**src/rtl/i2c_tgt_rxq_pkg.sv**
```systemverilog
package i2c_tgt_rxq_pkg;

    // Framing tag carried by every queue entry
    typedef enum logic [1:0] {
        TAG_NONE  = 2'd0,
        TAG_START = 2'd1,
        TAG_DATA  = 2'd2,
        TAG_END   = 2'd3
    } rxq_tag_e;

    typedef struct packed {
        rxq_tag_e    tag;
        logic [7:0]  data;
    } rxq_entry_t;

    // Events the framer reports toward the flag register
    typedef struct packed {
        logic rdreq;
        logic underrun;
        logic busy;
    } rxq_evt_t;

    // Flag indices inside the compact flag vector
    localparam int FLG_RDREQ    = 0;
    localparam int FLG_UNDERRUN = 1;
    localparam int FLG_BUSY     = 2;
    localparam int FLG_RXEVT    = 3;
    localparam int FLG_THLD     = 4;
    localparam int FLG_FULL     = 5;
    localparam int NUM_FLAGS    = 6;

    // Position of the flag vector inside the 32-bit flag word
    localparam int FLAG_LSB = 21;
    localparam int FLAG_MSB = FLAG_LSB + NUM_FLAGS - 1;

    function automatic logic [31:0] pack_word(rxq_entry_t e);
        logic [31:0] w;
        w        = '0;
        w[31:30] = e.tag;
        w[7:0]   = e.data;
        return w;
    endfunction

endpackage

```
**src/rtl/rxq_store.sv**
```systemverilog
// Entry storage with two write slots per cycle; DEPTH must be a power of two
module rxq_store
    import i2c_tgt_rxq_pkg::*;
#(
    parameter int DEPTH = 64,
    localparam int AW = $clog2(DEPTH),
    localparam int CW = AW + 1
) (
    input  logic          clk,
    input  logic          rst,
    input  logic          flush,
    input  logic          push_a,
    input  rxq_entry_t    ent_a,
    input  logic          push_b,
    input  rxq_entry_t    ent_b,
    input  logic          pop,
    output rxq_entry_t    head,
    output logic [CW-1:0] level,
    output logic [CW-1:0] level_nxt,
    output logic          accepted,
    output logic          dropped
);

    localparam logic [CW-1:0] FULL_CNT = CW'(DEPTH);

    rxq_entry_t    mem [DEPTH];
    logic [AW-1:0] wr_ptr, rd_ptr;
    logic [CW-1:0] cnt;
    logic          acc_a, acc_b, do_pop;

    always_comb begin
        acc_a    = push_a && !flush && (cnt < FULL_CNT);
        acc_b    = push_b && !flush &&
                   ((int'(cnt) + int'(acc_a)) < DEPTH);
        do_pop   = pop && !flush && (cnt != '0);
        accepted = acc_a || acc_b;
        dropped  = !flush && ((push_a && !acc_a) || (push_b && !acc_b));
        if (flush) begin
            level_nxt = '0;
        end else begin
            level_nxt = cnt + CW'(acc_a) + CW'(acc_b) - CW'(do_pop);
        end
        head = (cnt == '0) ? rxq_entry_t'('0) : mem[rd_ptr];
    end

    always_ff @(posedge clk) begin
        if (acc_a) begin
            mem[wr_ptr] <= ent_a;
        end
        if (acc_b) begin
            mem[AW'(wr_ptr + AW'(acc_a))] <= ent_b;
        end
    end

    always_ff @(posedge clk) begin
        if (rst || flush) begin
            wr_ptr <= '0;
            rd_ptr <= '0;
            cnt    <= '0;
        end else begin
            wr_ptr <= wr_ptr + AW'(acc_a) + AW'(acc_b);
            rd_ptr <= rd_ptr + AW'(do_pop);
            cnt    <= level_nxt;
        end
    end

    assign level = cnt;

endmodule

```
**src/rtl/rxq_framer.sv**
```systemverilog
// Turns engine events into tagged entries and read-side events
module rxq_framer
    import i2c_tgt_rxq_pkg::*;
(
    input  logic        clk,
    input  logic        rst,
    input  logic [7:0]  own_addr,
    input  logic        eng_addr_vld,
    input  logic [6:0]  eng_addr,
    input  logic        eng_rw,
    input  logic        eng_byte_vld,
    input  logic [7:0]  eng_byte,
    input  logic        eng_stop,
    input  logic        eng_tx_empty,
    output logic        push_a,
    output rxq_entry_t  ent_a,
    output logic        push_b,
    output rxq_entry_t  ent_b,
    output rxq_evt_t    evt
);

    logic       in_wr;     // matched write phase open
    logic       rd_act;    // matched read phase open
    logic       stg_vld;   // a held-back byte exists
    logic [7:0] stg_byte;

    logic       hit;
    rxq_entry_t close_ent, open_ent;

    always_comb begin
        hit       = own_addr[7] && (eng_addr == own_addr[6:0]);
        close_ent = '{tag: TAG_END,   data: (stg_vld ? stg_byte : 8'h00)};
        open_ent  = '{tag: TAG_START, data: {eng_addr, 1'b0}};
        push_a    = 1'b0;
        push_b    = 1'b0;
        ent_a     = '0;
        ent_b     = '0;
        evt       = '0;
        if (eng_addr_vld) begin
            if (in_wr) begin
                push_a = 1'b1;
                ent_a  = close_ent;
                if (hit && !eng_rw) begin
                    push_b = 1'b1;
                    ent_b  = open_ent;
                end
            end else if (hit && !eng_rw) begin
                push_a = 1'b1;
                ent_a  = open_ent;
            end
            evt.rdreq = hit && eng_rw && in_wr;
        end else if (eng_byte_vld) begin
            if (in_wr && stg_vld) begin
                push_a = 1'b1;
                ent_a  = '{tag: TAG_DATA, data: stg_byte};
            end
        end else if (eng_stop) begin
            if (in_wr) begin
                push_a = 1'b1;
                ent_a  = close_ent;
            end
            evt.busy = rd_act;
        end
        evt.underrun = eng_tx_empty && rd_act;
    end

    always_ff @(posedge clk) begin
        if (rst) begin
            in_wr    <= 1'b0;
            rd_act   <= 1'b0;
            stg_vld  <= 1'b0;
            stg_byte <= '0;
        end else if (eng_addr_vld) begin
            in_wr   <= hit && !eng_rw;
            rd_act  <= hit && eng_rw;
            stg_vld <= 1'b0;
        end else if (eng_byte_vld) begin
            if (in_wr) begin
                stg_byte <= eng_byte;
                stg_vld  <= 1'b1;
            end
        end else if (eng_stop) begin
            in_wr   <= 1'b0;
            rd_act  <= 1'b0;
            stg_vld <= 1'b0;
        end
    end

endmodule

```
**src/rtl/rxq_flags.sv**
```systemverilog
// Sticky write-1-to-clear interrupt flags
module rxq_flags
    import i2c_tgt_rxq_pkg::*;
#(
    parameter int DEPTH = 64,
    localparam int CW = $clog2(DEPTH) + 1
) (
    input  logic                 clk,
    input  logic                 rst,
    input  logic                 flush,
    input  rxq_evt_t             evt,
    input  logic                 accepted,
    input  logic                 dropped,
    input  logic [CW-1:0]        level_nxt,
    input  logic [CW-1:0]        rx_thld,
    input  logic [NUM_FLAGS-1:0] clr,
    output logic [NUM_FLAGS-1:0] flags
);

    localparam logic [CW-1:0] FULL_CNT = CW'(DEPTH);

    logic [NUM_FLAGS-1:0] kept, nxt;

    always_comb begin
        kept                = flags & ~clr;
        nxt[FLG_RDREQ]      = kept[FLG_RDREQ]    | evt.rdreq;
        nxt[FLG_UNDERRUN]   = kept[FLG_UNDERRUN] | evt.underrun;
        nxt[FLG_BUSY]       = kept[FLG_BUSY]     | evt.busy;
        nxt[FLG_RXEVT]      = (kept[FLG_RXEVT] | accepted) && (level_nxt != '0);
        nxt[FLG_THLD]       = kept[FLG_THLD] |
                              ((rx_thld != '0) && (level_nxt >= rx_thld));
        nxt[FLG_FULL]       = !flush &&
                              (kept[FLG_FULL] | dropped | (level_nxt == FULL_CNT));
    end

    always_ff @(posedge clk) begin
        if (rst) begin
            flags <= '0;
        end else begin
            flags <= nxt;
        end
    end

endmodule

```
**src/rtl/i2c_tgt_rxq.sv**
```systemverilog
module i2c_tgt_rxq
    import i2c_tgt_rxq_pkg::*;
#(
    parameter int DEPTH = 64,
    localparam int CW = $clog2(DEPTH) + 1
) (
    input  logic          clk,
    input  logic          rst,
    input  logic          own_addr_we,
    input  logic [7:0]    own_addr_wdata,
    output logic [7:0]    own_addr_q,
    input  logic [CW-1:0] rx_thld,
    input  logic          rx_flush,
    input  logic          pop,
    output logic [31:0]   pop_word,
    output logic [CW-1:0] rx_level,
    output logic [31:0]   flag_word,
    input  logic [31:0]   flag_clr,
    input  logic          eng_addr_vld,
    input  logic [6:0]    eng_addr,
    input  logic          eng_rw,
    input  logic          eng_byte_vld,
    input  logic [7:0]    eng_byte,
    input  logic          eng_stop,
    input  logic          eng_tx_empty
);

    logic                 push_a, push_b, accepted, dropped;
    rxq_entry_t           ent_a, ent_b, head;
    rxq_evt_t             evt;
    logic [CW-1:0]        level_nxt;
    logic [NUM_FLAGS-1:0] flags;
    logic                 unused_clr;

    assign unused_clr = ^{flag_clr[31:FLAG_MSB+1], flag_clr[FLAG_LSB-1:0]};

    always_ff @(posedge clk) begin
        if (rst) begin
            own_addr_q <= '0;
        end else if (own_addr_we) begin
            own_addr_q <= own_addr_wdata;
        end
    end

    rxq_framer u_framer (
        .clk          (clk),
        .rst          (rst),
        .own_addr     (own_addr_q),
        .eng_addr_vld (eng_addr_vld),
        .eng_addr     (eng_addr),
        .eng_rw       (eng_rw),
        .eng_byte_vld (eng_byte_vld),
        .eng_byte     (eng_byte),
        .eng_stop     (eng_stop),
        .eng_tx_empty (eng_tx_empty),
        .push_a       (push_a),
        .ent_a        (ent_a),
        .push_b       (push_b),
        .ent_b        (ent_b),
        .evt          (evt)
    );

    rxq_store #(.DEPTH(DEPTH)) u_store (
        .clk       (clk),
        .rst       (rst),
        .flush     (rx_flush),
        .push_a    (push_a),
        .ent_a     (ent_a),
        .push_b    (push_b),
        .ent_b     (ent_b),
        .pop       (pop),
        .head      (head),
        .level     (rx_level),
        .level_nxt (level_nxt),
        .accepted  (accepted),
        .dropped   (dropped)
    );

    rxq_flags #(.DEPTH(DEPTH)) u_flags (
        .clk       (clk),
        .rst       (rst),
        .flush     (rx_flush),
        .evt       (evt),
        .accepted  (accepted),
        .dropped   (dropped),
        .level_nxt (level_nxt),
        .rx_thld   (rx_thld),
        .clr       (flag_clr[FLAG_MSB:FLAG_LSB]),
        .flags     (flags)
    );

    always_comb begin
        pop_word                    = pack_word(head);
        flag_word                   = '0;
        flag_word[FLAG_MSB:FLAG_LSB] = flags;
    end

endmodule

```
**config.mk**
```make
export PLATFORM = sky130hd
export DESIGN_NAME = i2c_tgt_rxq
export DESIGN_NICKNAME = d
export VERILOG_FILES = /design/src/rtl/i2c_tgt_rxq_pkg.sv /design/src/rtl/rxq_store.sv /design/src/rtl/rxq_framer.sv /design/src/rtl/rxq_flags.sv /design/src/rtl/i2c_tgt_rxq.sv
export SDC_FILE = /design/constraint.sdc
export NUM_CORES = 1
export LEC_CHECK = 0
export BUFFER_PORTS_ARGS = -buffer_cell sky130_fd_sc_hd__buf_2
export CAP_MARGIN = 10
export CELL_PAD_IN_SITES_DETAIL_PLACEMENT = 2
export CELL_PAD_IN_SITES_GLOBAL_PLACEMENT = 2
export CORE_MARGIN = 3
export CORE_UTILIZATION = 38
export DETAILED_ROUTE_END_ITERATION = 16
export PLACE_DENSITY_LB_ADDON = 0.1
export SYNTH_ARGS = -nofsm -noshare
export SYNTH_HDL_FRONTEND = slang
export SYNTH_SLANG_ARGS = --single-unit
export TNS_END_PERCENT = 5
```
**constraint.sdc**
```tcl
create_clock -name clk -period 5.11 [get_ports clk]
set_input_delay 1.022 -clock clk [delete_from_list [all_inputs] [get_ports clk]]
set_output_delay 1.022 -clock clk [all_outputs]
set_load 0.01 [all_outputs]
```
### Yosys cells after proc, flatten, opt, wreduce, memory -nomap -nowiden

Memory sizes are Yosys's and may differ from the RTL's. A register that Yosys moved wholly into a read port is not among the register bits.
Index checks and enable logic that the tools add are counted.

| cells by class | value |
|---|---|
| mux-type cells | 36 |
| bitwise gates (word level) | 10 |
| $lt $le $gt $ge | 3 |
| $add $sub $neg | 7 |
| equal/unequal tests | 4 |
| reduce and logical (&&, ||, !) cells | 35 |

Operators by type and width:

| operator | count |
|---|---|
| 10-bit 2-to-1 mux | 9 |
| 32-bit by 8-bit less-than comparator with 1-bit output, second input constant | 1 |
| 1-bit 2-to-1 mux | 23 |
| 7-bit nonzero test | 3 |
| 6-bit by 1-bit adder with 6-bit output | 3 |
| 1-bit logical AND | 18 |
| 7-bit by 1-bit adder with 7-bit output | 2 |
| 9-bit 2-to-1 mux | 1 |
| 7-bit by 1-bit adder with 8-bit output | 1 |
| 8-bit 2-to-1 mux | 1 |
| 7-bit equality test | 1 |
| 7-bit equality test, second input constant | 1 |
| 7-bit greater-or-equal comparator | 1 |
| 7-bit zero test | 1 |
| 7-bit less-than comparator, second input constant | 1 |
| 7-bit 2-to-1 mux | 1 |
| 1-bit bitwise OR | 7 |
| 7-bit by 1-bit subtractor with 7-bit output | 1 |
| 6-bit bitwise AND | 1 |
| 6-bit 2-to-1 mux | 1 |
| 6-bit inverter | 1 |
| 1-bit zero test | 4 |
| 2-bit AND reduction | 2 |
| 2-bit nonzero test | 2 |
| other kinds (6) | 8 |

| word-level totals | value |
|---|---|
| flip-flop bits (word level) | 44 |
| word-level logic and storage cells | 105 |
| output and inout bits | 79 |
| bits of input ports | 72 |
| memories | 1 |
| bits in writable memories | 640 |

Memory list:

| memory | depth | bits a word | read ports | clocked after Yosys merged registers in | write ports | RTL line | RTL |
|---|---|---|---|---|---|---|---|
| u_store.mem | 64 | 10 | 1 | 1 | 2 | rxq_store.sv:26 | `rxq_entry_t mem [DEPTH];` |

### Logic depth before layout (Yosys ltp)

| depth | value |
|---|---|
| depth after elaboration | 18 |
| mapped depth | 20 |
| gate-level depth less buffers | 18 |

### Hierarchy

A second synthesis with hierarchy kept.

| second synthesis, totals | value |
|---|---|
| cells, all modules | 2454 |
| area, all modules | 36824.1 µm² |

By module, submodules not included:

| module | times used | seq. area each (µm²) | cells each | area an instance (µm²) |
|---|---|---|---|---|
| rxq_store | 1 | 19598.8 | 2225 | 34981.0 |
| rxq_framer | 1 | 220.2 | 103 | 778.2 |
| i2c_tgt_rxq | 1 | 160.2 | 75 | 649.4 |
| rxq_flags | 1 | 120.1 | 51 | 415.4 |

### Least setup slack after synthesis

OpenSTA, ideal clock, no wires.

| timing | value |
|---|---|
| path kind | input port to flip-flop |
| from | input eng_addr_vld |
| to | register u_flags.flags[4] |
| required time | 4.994 ns |
| setup time | 0.116 ns |
| arrival time | 4.849 ns |
| slack | 0.145 ns |
| path buffers | 2 |
| stages | 19 |
| path through | buf_4 o31ai_1 o21a_1 clkbuf_1 nor3_1 inv_1 ha_1 fa_1 fa_1 nor2b_1 o311a_1 o21bai_1 nor3b_1 o21bai_1 inv_1 ha_1 a2111oi_0 o21ai_0 o211a_1 |

| on the way | value |
|---|---|
| word-level cells in the longest chain between the ends | 12 |
| elaborated cells on any way between the ends | 15 |
| those cells by class | 4 x add/sub; 2 x order compare; 3 x mux; 1 x bitwise; 5 x reduce/logical |

RTL lines:

| what | RTL line | RTL |
|---|---|---|
| from (decl) | i2c_tgt_rxq.sv:19 | `input logic eng_addr_vld,` |
| 1-bit 2-to-1 mux | rxq_framer.sv:39 | `if (eng_addr_vld) begin` |
| 1-bit logical AND (2 in series) | rxq_store.sv:32 | `acc_a = push_a && !flush && (cnt < FULL_CNT);` |
| 7-bit by 1-bit adder with 8-bit output | rxq_store.sv:34 | `((int'(cnt) + int'(acc_a)) < DEPTH);` |
| 32-bit by 8-bit less-than comparator with 1-bit output | rxq_store.sv:34 |  |
| 1-bit logical AND | rxq_store.sv:33 | `acc_b = push_b && !flush &&` |
| 7-bit by 1-bit adder with 7-bit output * | rxq_store.sv:41 | `level_nxt = cnt + CW'(acc_a) + CW'(acc_b) - CW'(do_pop);` |
| 7-bit by 1-bit subtractor with 7-bit output * | rxq_store.sv:41 |  |
| 7-bit 2-to-1 mux * | rxq_store.sv:38 | `if (flush) begin` |
| named net level_nxt[6] | i2c_tgt_rxq.sv:31 | `logic [CW-1:0] level_nxt;` |
| 7-bit greater-or-equal comparator * | rxq_flags.sv:31 | `((rx_thld != '0) && (level_nxt >= rx_thld));` |
| 1-bit logical AND * | rxq_flags.sv:31 |  |
| 1-bit bitwise OR * | rxq_flags.sv:30 | `nxt[FLG_THLD] = kept[FLG_THLD] \|` |
| to (signal assigned) | rxq_flags.sv:40 | `flags <= nxt;` |
| to (decl) | rxq_flags.sv:17 | `output logic [NUM_FLAGS-1:0] flags` |

The timed path passes the listed nets; every way through them passes the cells marked *.
A chain may end at the register's enable or synchronous reset.

### Worst setup path in the final report

| timing | value |
|---|---|
| from | input eng_addr[3] |
| to | register u_flags.flags[4] |

| on the way | value |
|---|---|
| word-level cells in the longest chain between the ends | 17 |
| elaborated cells on any way between the ends | 21 |
| those cells by class | 4 x add/sub; 2 x order compare; 1 x eq/ne; 6 x mux; 1 x bitwise; 7 x reduce/logical |

RTL lines:

| what | RTL line | RTL |
|---|---|---|
| from (decl) | i2c_tgt_rxq.sv:20 | `input logic [6:0] eng_addr,` |
| 7-bit equality test * | rxq_framer.sv:31 | `hit = own_addr[7] && (eng_addr == own_addr[6:0]);` |
| 1-bit logical AND * | rxq_framer.sv:31 |  |
| 1-bit logical AND * | rxq_framer.sv:43, rxq_framer.sv:47 |  |
| 1-bit 2-to-1 mux * | rxq_framer.sv:43, rxq_framer.sv:47 |  |
| 1-bit 2-to-1 mux | rxq_framer.sv:40 | `if (in_wr) begin` |
| 1-bit 2-to-1 mux | rxq_framer.sv:39 |  |
| 1-bit logical AND (2 in series) | rxq_store.sv:32 |  |
| 7-bit by 1-bit adder with 8-bit output | rxq_store.sv:34 |  |
| 32-bit by 8-bit less-than comparator with 1-bit output | rxq_store.sv:34 |  |
| 1-bit logical AND | rxq_store.sv:33 |  |
| 7-bit by 1-bit adder with 7-bit output * | rxq_store.sv:41 |  |
| 7-bit by 1-bit subtractor with 7-bit output * | rxq_store.sv:41 |  |
| 7-bit 2-to-1 mux * | rxq_store.sv:38 |  |
| named net level_nxt[6] | i2c_tgt_rxq.sv:31 |  |
| 7-bit greater-or-equal comparator * | rxq_flags.sv:31 |  |
| 1-bit logical AND * | rxq_flags.sv:31 |  |
| 1-bit bitwise OR * | rxq_flags.sv:30 |  |

Marks and branches as above.

==> out/metrics.csv <==
metric,value,unit
Worst Path Arrival,5.37,ns
dpl hpwl,109500,um
TritonRoute pass-1 iters,5,
Total Wirelength,163700,um
area share of the largest cell type after synthesis,42.11,%
Inst Count DP,4578,
crit start category,input pin,
routed vias,30350,
Synth cell types,75,
CTS Buf Count,82,
initial drt markers,3326,
clock tree buffer depth,3,
Slew @ Worst Pin,1.270,ns
hold buffers post-CTS,0,
sequential-to-total area share from yosys stat,51.54,%
async set-reset flop share out of synthesis,0,%
Initial Util,38.37,%
antenna violations before repair,10,
Main synth FF type,edfxtp_1,
Core Footprint,95150,um2
Die H,316.0,um
Final Max Slew Viols,0,
Cells after Synth,3301,
layout cells sized above 1,20.43,%
"area leader, netlist",edfxtp_1,
WL/cell,34.60,um
# DRC,0,
post-route minimum period,4.821,ns
"crit path setup slack, layout",0.2886,ns
"flops & latches, synth",684,
Mapped Area,36510,um2
"Max FO, Critical Path",2,
Max VDD drop,0.3185,mV
Cell Pwr Density,304.4,nW/um2
num rows,113,
Worst-Skew Late Latency,0.67,ns
first-pass GRT wire length,234800,um
CTS sink count,684,
Die Width,316.0,um
Reg2Reg Setup Slack,0.43,ns
GRT Overall Usage,32.60,%
Max-Cap Viols,0,
clock root buffer,clkbuf_16,
Post-synth EDFFs,512,
Setup Skew,0.02173,ns
Slew headroom,15.34,%
clock slew at reported path FFs,0.06,ns
Non-Filler Instances,4733,
count of final hold-check violations,0,
final worst path period share,94.35,%
setup bufs post-CTS,0,
routability cong.,0.9233,
post-CTS sizing,0,
LEAKAGE,12.91,nW
Tot Pwr,0.01278,W
status,completed,
final setup fails,0,
post-route ant nets,0,
RSZ-0062 raised after global routing,false,
"top cells by area, synth","edfxtp_1 42%, dfxtp_1 9.4%, mux4_2 7.5%, mux2i_1 4.9%, o21ai_0 4.1%",
largest net degree at the start of global routing,44,
IO Count,151,
setup_tns,0,ns
Port Buffers,76,
Final #Nets,3497,
Max Fclk,0.2074,GHz
area grow syn2layout,14.94,%
CP required,5.65,ns
critical path class,input pin to flop,
Fin Hold WS,0.4590,ns
mean post-synth cell area,11.06,um2
H-tree depth,3,
critical path capture point type,flop,
vias per cell,6.413,
hold crit path type,flop to flop,
total gr overflow,0,
Place WS,-0.3019,ns
synth cell count leaders,"512 x edfxtp_1, 326 x nand2_1, 301 x o21ai_0",
CTS tree,built,
synthesis warning total,0,
most common cell in the netlist,edfxtp_1,
vias in the first global route,32100,
Die Area,99840,um2
final timing paths:
| check | start | endpoint | cells past startpoint |
|---|---|---|---|
| worst max-delay path | eng_addr[3] | u_flags.flags[4]$_SDFF_PP0_ | 19 |
| worst min-delay path | u_store.mem[6][9]$_SDFFE_PP0P_ | u_store.mem[6][9]$_SDFFE_PP0P_ | 2 |
| worst max register to register | own_addr_q[3]$_SDFFE_PP0P_ | u_flags.flags[4]$_SDFF_PP0_ | 18 |
| worst min register to register | u_store.mem[6][9]$_SDFFE_PP0P_ | u_store.mem[6][9]$_SDFFE_PP0P_ | 2 |
cells in the final DEF (no fill, tap or decap), types with 22 or more instances in the layout:
| master | n |
|---|---|
| buf_2 | 76 |
| dfxtp_1 | 169 |
| nor2_1 | 168 |
| nor2b_1 | 28 |
| a22oi_1 | 35 |
| buf_4 | 246 |
| ha_1 | 25 |
| clkbuf_16 | 85 |
| nor4_4 | 34 |
| edfxtp_1 | 512 |
| nand2_1 | 319 |
| nand3_1 | 278 |
| mux4_2 | 121 |
| o22ai_1 | 27 |
| o31ai_1 | 179 |
| mux2i_1 | 178 |
| a211oi_1 | 24 |
| a21oi_1 | 111 |
| buf_12 | 22 |
| inv_1 | 29 |
| o21ai_0 | 300 |
| conb_1 | 48 |
| nand4_1 | 38 |
| or3_1 | 88 |
layer usage:
| metal | GRT usage (%) | part of all wire [%] | up-vias |
|---|---|---|---|
| met2 | 52.58 | 47 | 1441 |
| li1 | - | - | 12640 |
| met4 | 14.97 | 5.0 | 0 |
| met3 | 5.958 | 7.9 | 381 |
| met5 | 0 | 0 | - |
| met1 | 42.71 | 40 | 15890 |
through the flow:
stage | utilization, % | cell area, um2
floorplan | - | 36690
finish | 44.10 | 41970
global route | 44.10 | 41960
global placement | 41.31 | 39310
CTS | 44.10 | 41960
detailed placement | 41.31 | 39310
where the power goes:
part	internal [W]	switching, W
logic	0.000339	0.000556
registers	0.00591	0.0000368
clock network	0.00345	0.00248
final cells by class:
| class | instances | area [um2] |
|---|---|---|
| Inverter | 32 | 121.4 |
| Fill cell | 9707 | 53190 |
| Multi-Input combinational cell | 2253 | 16110 |
| Tap cell | 1265 | 1583 |
| Antenna cell | 3 | 7.507 |
| Timing Repair Buffer | 344 | 2668 |
| Sequential cell | 684 | 18830 |
| Clock buffer | 116 | 2354 |
| Clock inverter | 36 | 300.3 |
sequential cells by signal (all words and copies together), names as in the netlist:
register	count
u_store.mem	640
own_addr_q	8
u_framer.stg_byte	8
u_store.level	7
u_flags.flags	6
u_store.rd_ptr	6
u_store.wr_ptr	6
u_framer.in_wr	1
u_framer.rd_act	1
u_framer.stg_vld	1
cell families (layout without fill, tap and decap cells):
logic type      after synthesis  after routing  share of synthesized area [%]
other cells                   1             51                        0.01027
simple gates               1076           1076                          15.94
compound gates              776            776                          13.22
mux                         303            303                          12.47
fa+ha+maj                    28             28                          1.001
flops                       684            684                          51.54
xor+xnor                     22             22                         0.6305
buf+inv                     411            528                          5.185
worst max-delay path, stage by stage:
cell,delay [ns]
buf_2,0.12
xnor2_1,0.22
nand4_1,0.23
o21a_1,0.27
nor3_1,0.25
inv_1,0.14
ha_1,0.32
fa_1,0.45
fa_1,0.43
nor2b_1,0.16
o311a_1,0.19
o21bai_1,0.09
nor3b_1,0.16
o21bai_1,0.23
inv_1,0.08
ha_1,0.20
a2111oi_0,0.41
o21ai_0,0.21
o211a_1,0.17
Power figures use the tool's default switching activity.
